--- src/rtl/br_pkg.sv ---
package br_pkg;

    localparam int unsigned BR_ADDR_W = 16;
    localparam int unsigned BR_COND_W = 4;
    localparam int unsigned BR_OPC_W  = 10;

    typedef struct packed {
        logic s;
        logic z;
        logic o;
        logic c;
    } br_flags_t;

    typedef enum logic [2:0] {
        TST_ALWAYS = 3'd0,
        TST_CARRY  = 3'd1,
        TST_OVF    = 3'd2,
        TST_PLUS   = 3'd3,
        TST_ZERO   = 3'd4,
        TST_LESS   = 3'd5,
        TST_LEQ    = 3'd6,
        TST_SXC    = 3'd7
    } br_test_e;

    function automatic logic br_flag_test(br_test_e sel, br_flags_t f);
        logic r;
        unique case (sel)
            TST_ALWAYS: r = 1'b1;
            TST_CARRY:  r = f.c;
            TST_OVF:    r = f.o;
            TST_PLUS:   r = ~f.s;
            TST_ZERO:   r = f.z;
            TST_LESS:   r = f.s ^ f.o;
            TST_LEQ:    r = f.z | (f.s ^ f.o);
            TST_SXC:    r = f.s ^ f.c;
            default:    r = 1'b0;
        endcase
        return r;
    endfunction

endpackage

--- src/rtl/br_cond_eval.sv ---
module br_cond_eval
    import br_pkg::*;
#(
    parameter int unsigned COND_W = BR_COND_W
) (
    input  logic [COND_W-1:0] cond_i,
    input  logic              ext_mode_i,
    input  logic [COND_W-1:0] ext_cond_i,
    input  br_flags_t         flags_i,
    output logic              take_o
);

    localparam int unsigned INV_BIT = COND_W - 1;

    br_test_e test_sel;
    logic     flag_hit;
    logic     ext_hit;

    assign test_sel = br_test_e'(cond_i[2:0]);
    assign flag_hit = br_flag_test(test_sel, flags_i) ^ cond_i[INV_BIT];
    assign ext_hit  = (cond_i == ext_cond_i);

    always_comb begin
        if (ext_mode_i) begin
            take_o = ext_hit;
        end else begin
            take_o = flag_hit;
        end
    end

endmodule

--- src/rtl/br_target_calc.sv ---
module br_target_calc
    import br_pkg::*;
#(
    parameter int unsigned ADDR_W       = BR_ADDR_W,
    parameter int unsigned TARGET_STYLE = 0
) (
    input  logic [ADDR_W-1:0] addr_i,
    input  logic [ADDR_W-1:0] disp_i,
    input  logic              back_i,
    output logic [ADDR_W-1:0] target_o,
    output logic [ADDR_W-1:0] fall_o
);

    localparam logic [ADDR_W-1:0] ONE = ADDR_W'(1);
    localparam logic [ADDR_W-1:0] TWO = ADDR_W'(2);

    assign fall_o = addr_i + TWO;

    generate
        if (TARGET_STYLE == 0) begin : g_xor_form
            // addr + 1 - d equals addr + 2 + ~d, so one adder serves both directions
            logic [ADDR_W-1:0] disp_adj;
            assign disp_adj = disp_i ^ {ADDR_W{back_i}};
            assign target_o = fall_o + disp_adj;
        end else begin : g_mux_form
            logic [ADDR_W-1:0] fwd_t;
            logic [ADDR_W-1:0] bwd_t;
            assign fwd_t    = fall_o + disp_i;
            assign bwd_t    = (addr_i + ONE) - disp_i;
            assign target_o = back_i ? bwd_t : fwd_t;
        end
    endgenerate

endmodule

--- src/rtl/br_resolve.sv ---
module br_resolve
    import br_pkg::*;
#(
    parameter int unsigned ADDR_W       = BR_ADDR_W,
    parameter int unsigned COND_W       = BR_COND_W,
    parameter int unsigned OPC_W        = BR_OPC_W,
    parameter int unsigned TARGET_STYLE = 0
) (
    input  logic              clk,
    input  logic              rst,
    input  logic [OPC_W-1:0]  opcode_i,
    input  logic [ADDR_W-1:0] disp_i,
    input  logic [ADDR_W-1:0] br_addr_i,
    input  logic [3:0]        flags_i,
    input  logic [COND_W-1:0] ext_cond_i,
    output logic              taken_o,
    output logic [ADDR_W-1:0] next_pc_o
);

    localparam int unsigned MODE_BIT = COND_W;
    localparam int unsigned DIR_BIT  = COND_W + 1;

    logic [COND_W-1:0] cond_fld;
    logic              mode_ext;
    logic              dir_back;
    logic              take_d;
    logic [ADDR_W-1:0] target;
    logic [ADDR_W-1:0] fall;
    logic [ADDR_W-1:0] next_d;
    logic              unused_opc_hi;

    assign cond_fld      = opcode_i[COND_W-1:0];
    assign mode_ext      = opcode_i[MODE_BIT];
    assign dir_back      = opcode_i[DIR_BIT];
    assign unused_opc_hi = ^opcode_i[OPC_W-1:DIR_BIT+1];

    br_cond_eval #(
        .COND_W (COND_W)
    ) u_cond (
        .cond_i     (cond_fld),
        .ext_mode_i (mode_ext),
        .ext_cond_i (ext_cond_i),
        .flags_i    (br_flags_t'(flags_i)),
        .take_o     (take_d)
    );

    br_target_calc #(
        .ADDR_W       (ADDR_W),
        .TARGET_STYLE (TARGET_STYLE)
    ) u_tgt (
        .addr_i   (br_addr_i),
        .disp_i   (disp_i),
        .back_i   (dir_back),
        .target_o (target),
        .fall_o   (fall)
    );

    assign next_d = take_d ? target : fall;

    always_ff @(posedge clk) begin
        if (rst) begin
            taken_o   <= 1'b0;
            next_pc_o <= '0;
        end else begin
            taken_o   <= take_d;
            next_pc_o <= next_d;
        end
    end

endmodule

--- config.mk ---
export PLATFORM = sky130hd
export DESIGN_NAME = br_resolve
export DESIGN_NICKNAME = d
export VERILOG_FILES = /design/src/rtl/br_pkg.sv /design/src/rtl/br_cond_eval.sv /design/src/rtl/br_target_calc.sv /design/src/rtl/br_resolve.sv
export SDC_FILE = /design/constraint.sdc
export NUM_CORES = 1
export LEC_CHECK = 0
export BUFFER_PORTS_ARGS = -buffer_cell sky130_fd_sc_hd__buf_2
export CAP_MARGIN = 20
export CORE_MARGIN = 10
export CORE_UTILIZATION = 23
export DETAILED_ROUTE_END_ITERATION = 7
export MAX_ROUTING_LAYER = met4
export SYNTH_ARGS = -nofsm -noshare
export SYNTH_HDL_FRONTEND = slang
export SYNTH_SLANG_ARGS = --single-unit
--- constraint.sdc ---
create_clock -name clk -period 3.2 [get_ports clk]
set_input_delay 0.16 -clock clk [delete_from_list [all_inputs] [get_ports clk]]
set_output_delay 0.16 -clock clk [all_outputs]
set_load 0.01 [all_outputs]
* Yosys cells after proc, flatten, opt, wreduce, memory -nomap -nowiden
Index checks and enable logic that the tools add are counted.
Word-level totals: register bits 17, input port bits 52, output and inout bits 17, word-level logic and storage cells 22
Cells by class: $add $sub $neg 2, eq/ne operators 8, multiplexer cells 3, bitwise gates (word level) 6, reduce and logical (&&, ||, !) cells 1
Operators by type and width (number):
- $add 16x16->16 | 1
- $add 16x2->16 const B | 1
- $mux 16 | 1
- $xor 16x16->16 | 1
- $eq 3x3->1 const B | 4
- $pmux 1 s8 | 1
- $eq 3x2->1 const B | 2
- $eq 4x4->1 | 1
- $eq 3x1->1 const B | 1
- $logic_not 3->1 | 1
- $xor 1x1->1 | 3
- $mux 1 | 1
- $not 1->1 | 1
- $or 1x1->1 | 1

* Longest topological paths before layout
Gate-level depths: netlist of the first run.
depth in word-level cells 6, gate-level depth with buffers 14, depth with buffers taken out 12

* Modules after synthesis
A second synthesis of the first run with hierarchy kept.
Unflattened totals: cells, all modules 218, area, all modules 2047.0 µm²
By module, submodules not included:
- br_target_calc | instances 1, cells each 145, area an instance 1292.5 µm², sequential area each 0.0 µm²
- br_resolve | instances 1, cells each 54, area an instance 608.1 µm², sequential area each 340.3 µm²
- br_cond_eval | instances 1, cells each 19, area an instance 146.4 µm², sequential area each 0.0 µm²

* Worst setup path after synthesis of the first run
OpenSTA, ideal clock, no wires.
path type input -> register, from in opcode_i[5], to reg next_pc_o[13], library setup time 0.071 ns, arrival 3.142 ns, data required time 3.129 ns, path slack -0.013 ns, stages on the path 12, path buffers 2, cells stage by stage buf_2 -> buf_1 -> xor2_1 -> ha_1 -> a211oi_1 -> o21ai_0 -> a211o_1 -> a211o_1 -> a41oi_1 -> mux2_2 -> a21o_1 -> a21oi_1
Between the ends: cells in the longest elaborated chain, start to end 3
Ends and longest elaborated chain:
- start: declaration | line br_resolve.sv:11 | input logic [OPC_W-1:0] opcode_i,
- $xor 16x16->16 | line br_target_calc.sv:23 | assign disp_adj = disp_i ^ {ADDR_W{back_i}};
- $add 16x16->16 | line br_target_calc.sv:24 | assign target_o = fall_o + disp_adj;
- $mux 16 | line br_resolve.sv:58 | assign next_d = take_d ? target : fall;
- end signal: assignment | line br_resolve.sv:66 | next_pc_o <= next_d;
- end: declaration | line br_resolve.sv:17 | output logic [ADDR_W-1:0] next_pc_o
No other way between the ends. A chain may end at the register's enable or synchronous reset.

* Final worst setup path of the first run
from in br_addr_i[1], to reg next_pc_o[13]
Between the ends: cells in the longest elaborated chain, start to end 3
Ends and longest elaborated chain:
- start: declaration | line br_resolve.sv:13 | input logic [ADDR_W-1:0] br_addr_i,
- $add 16x2->16 * | line br_target_calc.sv:17 | assign fall_o = addr_i + TWO;
- $add 16x16->16 | line br_target_calc.sv:24
- $mux 16 * | line br_resolve.sv:58
Every way passes the cells marked *; elsewhere a longest branch is shown, timed or not.

==> results of run 1 <==
==> cells in the final DEF, fill, tap and decap left out, types with 11 or more instances in the layout <==
master and instances:
a21oi_1 18, xnor2_1 20, nand2_1 20, xor2_1 23
dfxtp_1 17, nand3_1 11, buf_2 64, inv_1 16
nor2_1 27, ha_1 16
==> metal layers <==
metal  track usage (%)  up-vias
met2              17.4       50
met4              3.83        0
met5                 -        -
li1                  -     1133
met3             0.911       11
met1              10.9      999
==> cell families (layout without fill, tap and decap cells) <==
logic type      Yosys count  after routing
xor+xnor                 49             49
flops                    17             17
simple gates             99             99
fa+ha+maj                17             17
compound gates           66             66
mux                       6              6
buf+inv                  25             89
==> per-stage QoR <==
step | worst slack [ns] | hold slack [ns] | util, %
3_5_place_dp | 0.110 | 0.435 | 28.8
5_1_grt | 0.154 | 0.168 | 29.3
4_1_cts | 0.353 | 0.142 | 29.3
2_1_floorplan | 0.180 | 0.253 | -
6_report | 0.342 | 0.148 | 29.3
3_3_place_gp | 0.124 | 0.427 | 28.8
==> critical path: cells and delay by family <==
kind / cells / cell delay, ns
AO/OA/AOI/OAI: 7 / 1.76
adder cells (fa/ha/maj): 2 / 0.58
buffers and inverters: 1 / 0.15
multiplexers: 1 / 0.39
==> registers in the layout, indices dropped and copies added (netlist names) <==
signal,cells
next_pc_o,16
taken_o,1
==> worst max path at each step <==
stage                    endpoint  slack (ns)  cells after the start
finish              next_pc_o[13]        0.34                     11
global route        next_pc_o[13]        0.15                     11
floorplan           next_pc_o[13]        0.18                     12
CTS                 next_pc_o[13]        0.35                     11
detailed placement  next_pc_o[13]        0.11                     11
global placement    next_pc_o[13]        0.12                     11
==> power breakdown <==
part           internal (W)  switching, W
Clock             0.0000871     0.0000965
Sequential         0.000239    0.00000614
Combinational      0.000219      0.000272
==> layout make-up <==
class / count / area share, %
well taps: 129 / 5.96
inverters: 16 / 2.22
repair buffers: 69 / 13.2
clock buffers: 3 / 1.52
flip-flops and latches: 17 / 12.6
multi-input cells: 237 / 64.3
clock inverters: 1 / 0.185
==> metrics.txt, run 1 <==
status finished, final reports clean; Fillers around 1k; DR WL met3 between 200 and 250 µm; Post-Syn Instances between 200 and 300; post-CTS resize count 0; HP Class primary input to register; Die Height ~120 µm; Total Power around 0.0009 W; Net Count, Synth around 350; first-pass GRT wire length ~11 mm; min cycle time layout approximately 2.9 ns; diode count 0; Final period util between 80% and 90%; post-synthesis cell type count 53; total of max-cap violations 0; Setup crit end kind register; Num Clock Sinks 17; Final setup viols 0; Power per Cell Area roughly 340 nW/µm²; critical-path cell list buf_2 -> ha_1 -> ha_1 -> a211oi_1 -> o21ai_0 -> a211o_1 -> a211o_1 -> a41oi_1 -> mux2_2 -> a21o_1 -> a21oi_1; Primary FF master, synth dfxtp_1; Layout area overhead 24.4%; worst-path fanout max 8; most frequent cell after synthesis nor2_1; floorplan row count 35; number of flops mapped to enable cells by yosys 0; Nets around 410; slowest CP cell mux2_2; Max VDD drop around 140 µV; sequential share of the synthesized area between 15 and 20%; Crit path required time approximately 3.4 ns; fraction of layout cells with a size suffix above 1 24.2%; TritonCTS clock tree built; FF+latch count, synth 17; Post-synth top cells nor2_1, xor2_1, nand2_1, xnor2_1, a21oi_1; vias in the first global route roughly 2.2k; hold wc startpoint br_addr_i[0]; worst setup path start br_addr_i[1]; die span in x between 100 and 150 µm; DRT Pass-1 Iters 4; Yosys top cell area share 15.6%; setup bufs post-CTS 0; largest net degree at the start of global routing 26; CP arrival around 3.1 ns; adder-cell share of the synthesized area slightly above 10%; H-tree depth 1; Worst Hold End next_pc_o[0]; RSZ-0062 raised after global routing no; CP Launch Type primary input; Simple-Gate Fraction of Synth Area approximately a quarter; gpl congestion between 0.8 and 0.9; achievable frequency between 0.3 and 0.4 GHz; largest family of logic cells by synthesized area simple AND/OR/NAND/NOR gates; Rel. slew slack roughly three fifths; port bufs 64; area leader, netlist dfxtp_1; post-synthesis compound-gate area fraction around 20%; WL met1 around 2.9 mm; final wirelength 6.73 mm; initial antenna violation count 0; CP peak stage delay 0.39 ns; root buf cell clkbuf_8; synth top area cells dfxtp_1, xor2_1, ha_1; HPWL after detailed placement 5.56 mm; Final Max Slew Viols 0; synth warn 0; final non-filler cell area approximately 2700 µm²; CTS Buf Count 3; Hold Path Cell Cnt 3; final hold vios 0; Final Instance Count excl. Fillers about 470; Overflow after GRT 0; register area around 340 µm²; multiplexer share of the synthesized area ~2.9%; Mapped Area 2180 µm²; routed vias/inst ~4.6; via count 2193; Hold Buf Count CTS 0; Core Area 9240 µm²; total track usage about 9.8%; wire length per cell 14.3 µm; kind of critical path primary input to register; IO Pins approximately 70; footprint of the multi-input gates between 1500 and 2000 µm²; Slew @ Worst Pin ~0.60 ns; Clock Path Buffers 2; placed cells around 470; DRC 0; die area around 14000 µm²; Setup TNS 0 ns; leakage around 1.3 nW; Post-synth ARST share 0%; XOR/XNOR share of the synthesized area between 20% and 30%; Initial Util between 20% and 30%; Syn Area/Cell between 7 and 8 µm²; dpl cell area between 2000 and 3000 µm²; clock transition at the registers of the reported paths 0.08 ns; Routed met2 length between 3 and 4 mm; uppermost routed layer met4; ANT nets after route 0; detailed router's first-iteration violation count 80
Note: power is estimated with default switching activity, not from simulation.
==> run 2, diff against run 1 <==
--- a/config.mk
+++ b/config.mk
@@ -5,12 +5,13 @@
 export SDC_FILE = /design/constraint.sdc
 export NUM_CORES = 1
 export LEC_CHECK = 0
-export BUFFER_PORTS_ARGS = -buffer_cell sky130_fd_sc_hd__buf_2
 export CAP_MARGIN = 20
 export CORE_MARGIN = 10
 export CORE_UTILIZATION = 23
 export DETAILED_ROUTE_END_ITERATION = 7
+export DONT_BUFFER_PORTS = 1
 export MAX_ROUTING_LAYER = met4
+export SLEW_MARGIN = 20
 export SYNTH_ARGS = -nofsm -noshare
 export SYNTH_HDL_FRONTEND = slang
 export SYNTH_SLANG_ARGS = --single-unit
==> run 2 against run 1 <==
Compared with the run above: critical path depth shrank 1; largest power group unchanged; combinational power down 20%; non-clock buffer count fell by 64; critical path type unchanged.
==> metrics.txt, run 2 (same netlist as run 1, synthesis figures left out) <==
largest registers next_pc_o (16), taken_o (1); Clock Path Buffers 2; total track usage under 10%; Crit path required time 3.40 ns; Rel. slew slack approximately 57%; ANT nets after route 0; IO Pins just under 70; Largest Register next_pc_o; CP arrival between 2 and 3 ns; H-tree depth 1; Slew @ Worst Pin roughly 0.65 ns; largest net degree at the start of global routing 19; wire length per cell around 16 µm; clock transition at the registers of the reported paths 0.08 ns; fraction of layout cells with a size suffix above 1 5.73%; die span in x 117 µm; initial antenna violation count 0; Setup TNS 0 ns; dpl cell area around 2300 µm²; placed cells approximately 400; HPWL after detailed placement between 5 and 6 mm; final wirelength about 6.5 mm; via count between 1.5k and 2k; Total Power roughly 0.00084 W; routed vias/inst 4.77; total of max-cap violations 0; floorplan row count 35; Overflow after GRT 0; DRC 0; Power per Cell Area about 350 nW/µm²; Die Height between 100 and 150 µm; Layout area overhead 9.82%; CP Launch Type primary input; commonest non-fill, non-tap cell in the layout nor2_1; RSZ-0062 raised after global routing no; final core utilization approximately a quarter; Nets 349; TritonCTS clock tree built; post-CTS resize count 0; Initial Util 23.6%; final hold vios 0; worst-path fanout max 8; final non-filler cell area approximately 2400 µm²; kind of critical path primary input to register; Setup crit end kind register; vias in the first global route around 1.9k; detailed router's first-iteration violation count 92; root buf cell clkbuf_8; achievable frequency between 0.3 and 0.4 GHz; port bufs 0; Final setup viols 0; status finished, final reports clean; Num Clock Sinks 17; Final Max Slew Viols 0; DRT Pass-1 Iters 4; HP Class primary input to register; min cycle time layout 2.65 ns; leakage between 0.9 and 1 nW; commonest non-fill, non-tap cells in the layout nor2_1, xor2_1, nand2_1, xnor2_1, a21oi_1; die area between 10000 and 15000 µm²; CTS Buf Count 3; setup bufs post-CTS 0; Core Area 9240 µm²; Final period util slightly above 80%; first-pass GRT wire length 10.4 mm; diode count 0; Max VDD drop around 140 µV; Final Instance Count excl. Fillers 408; gpl congestion between 0.8 and 0.9; max FFs per register 16
## run 2: area by class of cell
class / count / area, µm²
fill: 1009 / 6850
tap: 129 / 161
multi-input combinational: 237 / 1740
clock buffer: 4 / 45.0
sequential: 17 / 340
inverter: 16 / 60.1
timing repair buffer: 5 / 42.5
## run 2: timing repair
action                                  4_1_cts  5_1_grt
endpoints found under the hold margin        13        0
hold buffers                                  2        0
endpoints found under the setup margin        0        0
## run 2: where the power goes
part	total (W)	switching, W	leakage [nW]	internal, W
clock network	0.000181	0.0000923	0.0228	0.0000889
registers	0.000268	0.0000275	0.142	0.000240
logic	0.000392	0.000210	0.825	0.000182
## run 2: metal layers
metal / wire, µm / vias to the layer above / GRT usage, %
met5: 0 / - / -
met3: 513 / 14 / 3.02
li1: - / 999 / -
met4: 165 / 0 / 3.83
met1: 2570 / 880 / 9.93
met2: 3270 / 54 / 16.0
## run 2: per-stage QoR
step                      setup slack, ns  hold slack, ns
final                               0.551          0.0396
after global routing                0.306          0.0550
after global placement              0.295           0.238
after floorplan                     0.180           0.253
after CTS                           0.549          0.0362
after detailed placement            0.313           0.238
## run 2: critical path: stages
cell and delay, ns:
ha_1 0.30, ha_1 0.25, a211oi_1 0.32, o21ai_0 0.22
a211o_1 0.33, a211o_1 0.30, a41oi_1 0.29, mux2_2 0.38
a21o_1 0.16, a21oi_1 0.12
## run 2: path summary, 6_finish.rpt
path	from	end	slack, ns	cells past startpoint
worst min-delay path	br_addr_i[0]	next_pc_o[0]	0.04	2
worst max-delay path	br_addr_i[1]	next_pc_o[13]	0.55	10
